`src/rtl/amd_pkg.sv`:
```
package amd_pkg;

    localparam int NUM_RGN = 8;

    typedef enum logic [3:0] {
        RGN_ROM  = 4'd0,
        RGN_VRAM = 4'd1,
        RGN_XRAM = 4'd2,
        RGN_WRAM = 4'd3,
        RGN_OAM  = 4'd4,
        RGN_SND  = 4'd5,
        RGN_HRAM = 4'd6,
        RGN_IO   = 4'd7,
        RGN_NONE = 4'd8
    } rgn_t;

    function automatic int imax(input int a, input int b);
        return (a > b) ? a : b;
    endfunction

endpackage

```
`src/rtl/amd_region_decode.sv`:
```
module amd_region_decode
    import amd_pkg::*;
(
    input  logic [15:0]        addr,
    input  logic               strobe,
    input  logic               xram_en,
    output rgn_t               region,
    output logic [NUM_RGN-1:0] sel
);

    typedef struct packed {
        rgn_t region;
    } dec_t;

    dec_t dec_d;

    always_comb begin
        dec_d.region = RGN_NONE;
        case (addr[15:12])
            4'h0, 4'h1, 4'h2, 4'h3,
            4'h4, 4'h5, 4'h6, 4'h7: dec_d.region = RGN_ROM;
            4'h8, 4'h9:             dec_d.region = RGN_VRAM;
            4'hA, 4'hB:             dec_d.region = xram_en ? RGN_XRAM : RGN_NONE;
            4'hC, 4'hD, 4'hE:       dec_d.region = RGN_WRAM;
            default: begin
                if (addr[11:8] != 4'hE && addr[11:8] != 4'hF) begin
                    dec_d.region = RGN_WRAM;
                end else if (addr[11:8] == 4'hE) begin
                    dec_d.region = (addr[7:0] < 8'hA0) ? RGN_OAM : RGN_NONE;
                end else if (addr[7:0] >= 8'h10 && addr[7:0] <= 8'h3F) begin
                    dec_d.region = RGN_SND;
                end else if (addr[7] && addr[7:0] != 8'hFF) begin
                    dec_d.region = RGN_HRAM;
                end else begin
                    dec_d.region = RGN_IO;
                end
            end
        endcase
    end

    assign region = dec_d.region;

    for (genvar i = 0; i < NUM_RGN; i++) begin : g_sel
        assign sel[i] = strobe && (dec_d.region == rgn_t'(i));
    end

endmodule

```
`src/rtl/amd_offset_xlate.sv`:
```
module amd_offset_xlate
    import amd_pkg::*;
#(
    parameter int ROM_BANK_W  = 9,
    parameter int WRAM_BANK_W = 3,
    parameter int XRAM_BANK_W = 4,
    parameter int PHYS_W      = 23
) (
    input  rgn_t                   region,
    input  logic [14:0]            addr,
    input  logic [ROM_BANK_W-1:0]  rom_bank,
    input  logic                   vram_bank,
    input  logic [WRAM_BANK_W-1:0] wram_bank,
    input  logic [XRAM_BANK_W-1:0] xram_bank,
    output logic [PHYS_W-1:0]      phys
);

    typedef struct packed {
        logic [ROM_BANK_W-1:0]  rom_bank;
        logic [WRAM_BANK_W-1:0] wram_bank;
        logic [PHYS_W-1:0]      phys;
    } xl_t;

    xl_t xl_d;

    always_comb begin
        xl_d.rom_bank  = addr[14] ? rom_bank : '0;
        xl_d.wram_bank = '0;
        if (addr[12]) begin
            xl_d.wram_bank = (wram_bank == '0) ? WRAM_BANK_W'(1) : wram_bank;
        end
        case (region)
            RGN_ROM:  xl_d.phys = PHYS_W'({xl_d.rom_bank, addr[13:0]});
            RGN_VRAM: xl_d.phys = PHYS_W'({vram_bank, addr[12:0]});
            RGN_XRAM: xl_d.phys = PHYS_W'({xram_bank, addr[12:0]});
            RGN_WRAM: xl_d.phys = PHYS_W'({xl_d.wram_bank, addr[11:0]});
            RGN_OAM, RGN_SND, RGN_HRAM, RGN_IO:
                      xl_d.phys = PHYS_W'(addr[7:0]);
            default:  xl_d.phys = '0;
        endcase
    end

    assign phys = xl_d.phys;

endmodule

```
`src/rtl/amd_read_steer.sv`:
```
module amd_read_steer
    import amd_pkg::*;
(
    input  rgn_t                 region,
    input  logic [NUM_RGN*8-1:0] tgt_rdata,
    output logic [7:0]           rdata
);

    logic [7:0] lane [NUM_RGN];

    for (genvar i = 0; i < NUM_RGN; i++) begin : g_lane
        assign lane[i] = tgt_rdata[i*8 +: 8];
    end

    always_comb begin
        rdata = 8'hFF;
        for (int k = 0; k < NUM_RGN; k++) begin
            if (region == rgn_t'(k)) rdata = lane[k];
        end
    end

endmodule

```
`src/rtl/amd_cpu_addr_decode.sv`:
```
module amd_cpu_addr_decode
    import amd_pkg::*;
#(
    parameter int ROM_BANK_W  = 9,
    parameter int WRAM_BANK_W = 3,
    parameter int XRAM_BANK_W = 4,
    localparam int PHYS_W = imax(imax(ROM_BANK_W + 14, XRAM_BANK_W + 13),
                                 imax(WRAM_BANK_W + 12, 14))
) (
    input  logic [15:0]            cpu_addr,
    input  logic                   cpu_rd,
    input  logic                   cpu_wr,
    input  logic [ROM_BANK_W-1:0]  rom_bank,
    input  logic                   vram_bank,
    input  logic [WRAM_BANK_W-1:0] wram_bank,
    input  logic [XRAM_BANK_W-1:0] xram_bank,
    input  logic                   xram_en,
    input  logic [NUM_RGN*8-1:0]   tgt_rdata,
    output logic [NUM_RGN-1:0]     rgn_sel,
    output logic [PHYS_W-1:0]      phys_addr,
    output logic [7:0]             cpu_rdata
);

    rgn_t region;

    amd_region_decode u_dec (
        .addr    (cpu_addr),
        .strobe  (cpu_rd | cpu_wr),
        .xram_en (xram_en),
        .region  (region),
        .sel     (rgn_sel)
    );

    amd_offset_xlate #(
        .ROM_BANK_W  (ROM_BANK_W),
        .WRAM_BANK_W (WRAM_BANK_W),
        .XRAM_BANK_W (XRAM_BANK_W),
        .PHYS_W      (PHYS_W)
    ) u_xl (
        .region    (region),
        .addr      (cpu_addr[14:0]),
        .rom_bank  (rom_bank),
        .vram_bank (vram_bank),
        .wram_bank (wram_bank),
        .xram_bank (xram_bank),
        .phys      (phys_addr)
    );

    amd_read_steer u_rs (
        .region    (region),
        .tgt_rdata (tgt_rdata),
        .rdata     (cpu_rdata)
    );

    always_comb begin

        sel_onehot_chk: assert ($onehot0(rgn_sel));

        xram_gate_chk: assert (xram_en || !rgn_sel[RGN_XRAM]);

        wram_bank_nz_chk: assert (!(rgn_sel[RGN_WRAM] && cpu_addr[12])
                                  || phys_addr[12 +: WRAM_BANK_W] != '0);

        vram_range_chk: assert (!rgn_sel[RGN_VRAM] || phys_addr[PHYS_W-1:14] == '0);

        hole_ff_chk: assert (!(cpu_rd && rgn_sel == '0) || cpu_rdata == 8'hFF);
    end

endmodule

```
`config.mk`:
```
export PLATFORM = sky130hd
export DESIGN_NAME = amd_cpu_addr_decode
export DESIGN_NICKNAME = d
export VERILOG_FILES = /design/src/rtl/amd_pkg.sv /design/src/rtl/amd_region_decode.sv /design/src/rtl/amd_offset_xlate.sv /design/src/rtl/amd_read_steer.sv /design/src/rtl/amd_cpu_addr_decode.sv
export SDC_FILE = /design/constraint.sdc
export NUM_CORES = 1
export LEC_CHECK = 0
export ABC_CLOCK_PERIOD_IN_PS = 1700
export CAP_MARGIN = 25
export CELL_PAD_IN_SITES_DETAIL_PLACEMENT = 1
export CELL_PAD_IN_SITES_GLOBAL_PLACEMENT = 1
export CORE_UTILIZATION = 15
export DETAILED_ROUTE_END_ITERATION = 8
export MAX_ROUTING_LAYER = met4
export PLACE_DENSITY_LB_ADDON = 0.1
export SYNTH_ARGS = -nofsm -noshare
export SYNTH_HDL_FRONTEND = slang
export SYNTH_HIERARCHICAL = 1
export SYNTH_SLANG_ARGS = --single-unit
```
`constraint.sdc`:
```
create_clock -name vclk -period 1.7
set_input_delay 0.17 -clock vclk [all_inputs]
set_output_delay 0.17 -clock vclk [all_outputs]
set_load 0.01 [all_outputs]
```
# Yosys cells after proc, flatten, opt, wreduce, memory -nomap -nowiden
# Cells that the tools add are included.
[op_classes]
order_cmp = 3
n_eq_ne = 25
muxes = 19
bitwise = 1
n_reduce_logical = 19
[ops]
columns = ["cell", "n"]
rows = [
  ["23-bit one-hot mux with 5 select lines", 1],
  ["8-bit two-way mux", 8],
  ["4-bit by 3-bit == test with 1-bit output (second input constant)", 8],
  ["4-bit == test (second input constant)", 8],
  ["4-bit two-way mux", 5],
  ["4-bit by 2-bit == test with 1-bit output (second input constant)", 4],
  ["4-bit one-hot mux with 4 select lines", 1],
  ["1-bit logical AND", 11],
  ["9-bit two-way mux", 1],
  ["4-bit by 1-bit == test with 1-bit output (second input constant)", 2],
  ["8-bit by 5-bit >= comparator with 1-bit output (second input constant)", 1],
  ["8-bit by 6-bit less-or-equal comparator with 1-bit output (second input constant)", 1],
  ["4-bit zero test", 2],
  ["8-bit less-than comparator (second input constant)", 1],
  ["4-bit inequality test (second input constant)", 2],
  ["8-bit inequality test (second input constant)", 1],
  ["8-bit OR reduction", 1],
  ["3-bit two-way mux", 2],
  ["2-bit OR reduction", 2],
  ["4-bit OR reduction", 1],
  ["3-bit zero test", 1],
  ["3-bit OR reduction", 1],
  ["1-bit two-way mux", 1],
  ["1-bit OR", 1],
]
[totals]
regBits = 0
inputBits = 100
output_inout_bits = 39
wordCells = 67

# Logic depth before layout (Yosys ltp)
# Gate-level depths: netlist (run 1).
[depth]
depth_word = 16
mapped_depth = 10
depth_no_buf = 8

# Cells and area by module
# Netlist (run 1), hierarchy kept.
[modules_own_cells]
columns = ["mod", "instances", "cells_each", "area_per_inst_um2", "seq_area_each_um2"]
rows = [
  ["amd_read_steer", 1, 91, 644.4, 0.0],
  ["amd_offset_xlate", 1, 38, 272.8, 0.0],
  ["amd_region_decode", 1, 37, 232.7, 0.0],
  ["amd_cpu_addr_decode", 1, 1, 6.3, 0.0],
]

# Worst setup path after synthesis (run 1)
# OpenSTA, ideal clock, no wires.
[synth_timing]
kind = "input to output"
start = "input port cpu_addr[6]"
end = "output port cpu_rdata[4]"
arrival_ns = 1.843
required_time_ns = 1.530
path_slack_ns = -0.313
stages = 8
path_buffers = 2
path_cell_list = "o31ai_1 > nand2_1 > a21bo_2 > buf_2 > buf_2 > o21ai_0 > a21oi_1 > o31ai_1"
[synth_between]
word_cells_on_any_way = 28
classes_between = "3 x order compare; 8 x eq/ne; 14 x mux; 3 x reduce/logical"
[synth_lines]
columns = ["element", "line", "source"]
rows = [
  ["from (decl)", "amd_cpu_addr_decode.sv:10", "input logic [15:0] cpu_addr,"],
  ["8-bit by 5-bit >= comparator with 1-bit output / 8-bit by 6-bit less-or-equal comparator with 1-bit output (equally long branches)", "amd_region_decode.sv:30", "end else if (addr[7:0] >= 8'h10 && addr[7:0] <= 8'h3F) begin"],
  ["1-bit logical AND (*)", "amd_region_decode.sv:30", ""],
  ["4-bit two-way mux (*)", "amd_region_decode.sv:30", ""],
  ["4-bit two-way mux (*)", "amd_region_decode.sv:28", "end else if (addr[11:8] == 4'hE) begin"],
  ["4-bit two-way mux (*)", "amd_region_decode.sv:26", "if (addr[11:8] != 4'hE && addr[11:8] != 4'hF) begin"],
  ["4-bit one-hot mux with 4 select lines (*)", "amd_region_decode.sv:19", "case (addr[15:12])"],
  ["via region[1]", "amd_cpu_addr_decode.sv:24", "rgn_t region;"],
  ["4-bit zero test", "amd_read_steer.sv:18", "if (region == rgn_t'(k)) rdata = lane[k];"],
  ["8-bit two-way mux (7 in a row)", "amd_read_steer.sv:18", ""],
  ["8-bit two-way mux (*)", "amd_read_steer.sv:18", ""],
  ["to (decl)", "amd_cpu_addr_decode.sv:21", "output logic [7:0] cpu_rdata"],
]
# Mark *: on every way through the listed nets, which the timed path passes. The rest lies on a longest branch.

# Worst setup path in the final report (run 1)
[layout_timing]
start = "input port cpu_addr[9]"
end = "output port cpu_rdata[4]"
[layout_between]
elab_chain_len = 13
word_cells_on_any_way = 23
classes_between = "10 x eq/ne; 11 x mux; 2 x reduce/logical"
[layout_lines]
columns = ["element", "line"]
rows = [
  ["4-bit == test / 4-bit inequality test (equally long branches)", "amd_region_decode.sv:28, amd_region_decode.sv:26"],
  ["4-bit two-way mux / 1-bit logical AND (equally long branches)", "amd_region_decode.sv:28, amd_region_decode.sv:26"],
  ["4-bit two-way mux (*)", "amd_region_decode.sv:26"],
  ["4-bit one-hot mux with 4 select lines (*)", "amd_region_decode.sv:19"],
  ["via region[0]", "amd_cpu_addr_decode.sv:24"],
  ["4-bit zero test", "amd_read_steer.sv:18"],
  ["8-bit two-way mux (7 in a row)", "amd_read_steer.sv:18"],
  ["8-bit two-way mux (*)", "amd_read_steer.sv:18"],
]
# Marks and branches as above.

==> flow_metrics.py, run 1 <==
metrics = {
    "yosys": {
        "seq_area_frac_synth": 0,
        "syn_nets": 267,
        "yosysMostFrequentCell": "mux2i_1",
        "syn-cell-area_mm2": 0.00116,
        "synth_area_leader_cell": "mux2i_1",
        "avgSynthCellArea_um2": 6.92,
        "synth_common_cells": "17 x mux2i_1, 12 x a21oi_1, 12 x and2_1",
        "ys_top_cells_by_area": "mux2i_1 15%, and2_1 6.5%, and2b_2 6.1%",
        "synth_top_area_share": 0.147,
        "synth_cell_types": 47,
        "yosysWarnings": 6,
        "syn_inst": 167,
    },
    "sta": {
        "timing.final.crit_share": 1.28,
        "drv_slew": 0,
        "fin_crit_ns": 2.17,
        "relSlewSlack": 0.789,
        "setup_viol": 22,
        "rsz0062_at_grt": "true",
        "hold_viol": 0,
        "max_freq_mhz": 460,
        "tightestPinTransition_ns": 0.316,
        "setup_tns_ns": -4.94,
        "fin_ws_ns": -0.472,
    },
    "layout": {
        "fillers": 874,
        "stdcell_count": 452,
        "n_clock_buffer": 0,
        "design.seq.count": 0,
        "final_net_count": 455,
        "fin_area_mm2": 0.00325,
        "post_route_cells_drive_above_1_share": 0.487,
        "syn_to_final_growth_pct": 181,
        "multi_input_area_mm2": 0.00135,
        "seq_area_um2": 0,
        "antennaDiodeCount": 0,
    },
    "placement": {
        "place.gp.congestion": 0.787,
        "placed_cell_area_mm2": 0.00299,
        "placedCellCount": 435,
        "io_buffer_count": 139,
        "dp_hpwl_um": 5530,
    },
    "route": {
        "routed_wirelength_um": 6800,
        "drt_iter0_markers": 21,
        "vias": 2046,
        "wire_per_inst_um": 15.1,
        "drt_pass1_iterations": 4,
        "drtAntennaViolNets": 0,
        "drcViolationCount": 0,
        "drt-vias-per-instance": 4.53,
    },
    "floorplan": {
        "initial_core_util": 0.157,
        "die_w_um": 89.8,
        "core-area_mm2": 0.00737,
        "die_area_mm2": 0.00806,
        "die_h_um": 89.8,
        "rows": 31,
        "ios": 139,
    },
    "grt": {
        "grt_pass1_vias": 2225,
        "grt_overflow": 0,
        "grt_max_degree": 13,
        "grt_pass1_wl_um": 11100,
        "grt_use_total": 0.168,
        "antenna_found_initial": 0,
    },
    "power": {
        "power_density_mw_per_mm2": 266,
        "cellLeakagePower_uw": 0.00141,
        "finalPower_uw": 866,
        "ir_drop_uv": 105,
    },
    "critical_path": {
        "end_kind": "primary output",
        "cp-start-kind": "input port",
        "cp_data_required_time_ns": 1.53,
        "worstPathArrival_ns": 2.00,
        "critPathLaunch": "cpu_addr[9]",
        "crit_type": "input port to primary output",
        "cp_max_fo": 4,
    },
    "hold_path": {
        "hold_start": "cpu_addr[11]",
        "holdCritPathClass": "input port to primary output",
        "min_path_cells": 3,
        "whs_endpoint": "phys_addr[11]",
    },
    "status": {
        "violations": "setup timing",
        "status": "finished with violations",
    },
    "clock_tree": {
        "cts_hold_buffers": 0,
    },
    "run": {
        "drv_cap": 0,
    },
}
==> placed cells by master, fill, tap and decap left out, drive strengths merged, types with 2 or more instances in the layout <==
cell type,Yosys,final
nand4,5,5
o22ai,4,4
dlygate4sd2,0,4
buf,9,98
clkbuf,1,8
nand3,2,2
o311a,2,2
and3,2,2
o22a,4,4
and2b,8,8
o31ai,4,4
nand2b,5,5
nor3,5,5
and2,12,12
nor3b,2,2
nand2,6,6
clkdlybuf4s50,0,83
o21ai,11,11
mux2i,17,17
a22o,4,4
nor2,11,11
nor2b,4,4
or2,2,2
inv,7,7
a22oi,6,6
a21oi,12,12
mux2,5,5
clkdlybuf4s15,0,2
==> per-stage QoR <==
step	util	worst slack, ns	hold slack, ns
2_1_floorplan	-	-0.101	0.388
3_3_place_gp	0.406	-1.19	1.33
3_5_place_dp	0.406	-1.24	1.33
4_1_cts	0.433	-0.445	0.635
5_1_grt	0.442	-0.532	0.638
6_report	0.442	-0.472	0.627
==> final cells by class <==
class	count	share of cell area
Timing Repair Buffer	196	0.539
Multi-Input combinational cell	150	0.414
Tap cell	99	0.0381
Inverter	7	0.00807
==> cell families after synthesis <==
kind of cell / Yosys count / synth area share
AO/OA/AOI/OAI: 58 / 0.348
AND/OR/NAND/NOR: 70 / 0.383
multiplexers: 22 / 0.196
buffers and inverters: 17 / 0.0725
==> routing by layer <==
layer | track usage | up-vias | share of wire
met5 | - | - | 0
met4 | 0.00410 | 0 | 0
li1 | - | 1009 | -
met1 | 0.211 | 953 | 0.46
met2 | 0.306 | 84 | 0.50
met3 | 0.0169 | 0 | 0.048
==> worst max-delay path, stage by stage <==
cell and delay [ns]:
buf_6 0.07, and3_4 0.22, o211ai_1 0.10, a32oi_2 0.28
inv_2 0.09, buf_6 0.13, or3b_4 0.39, o22a_1 0.20
nor2_2 0.15, o31ai_2 0.07, buf_2 0.14
==> how the worst max path moves through the flow <==
stage	slack [ns]	cells past startpoint	endpoint
floorplan	-0.10	9	cpu_rdata[2]
global placement	-1.19	10	cpu_rdata[0]
detailed placement	-1.24	10	cpu_rdata[4]
CTS	-0.44	11	cpu_rdata[4]
global route	-0.53	11	cpu_rdata[4]
finish	-0.47	11	cpu_rdata[4]
==> power breakdown <==
group	switching (uW)	internal (uW)	total, uW	leakage, uW
Sequential	0	0	0	0
Combinational	335	531	866	0.00141
Clock	0	0	0	0
==> timing repair <==
action | 4_1_cts | 5_1_grt
pin swaps | 36 | 18
setup endpoints to repair | 39 | 35
gates cloned | 2 | 0
buffers inserted | 14 | 3
gates resized for setup | 246 | 39
Power figures use the tool's default switching activity.
==> inputs of run 2 (changes only) <==
Settings changed: ABC_AREA from default to 0.
==> results of run 2 <==
No change in the layout: final DEF, timing and power equal those of run 1.
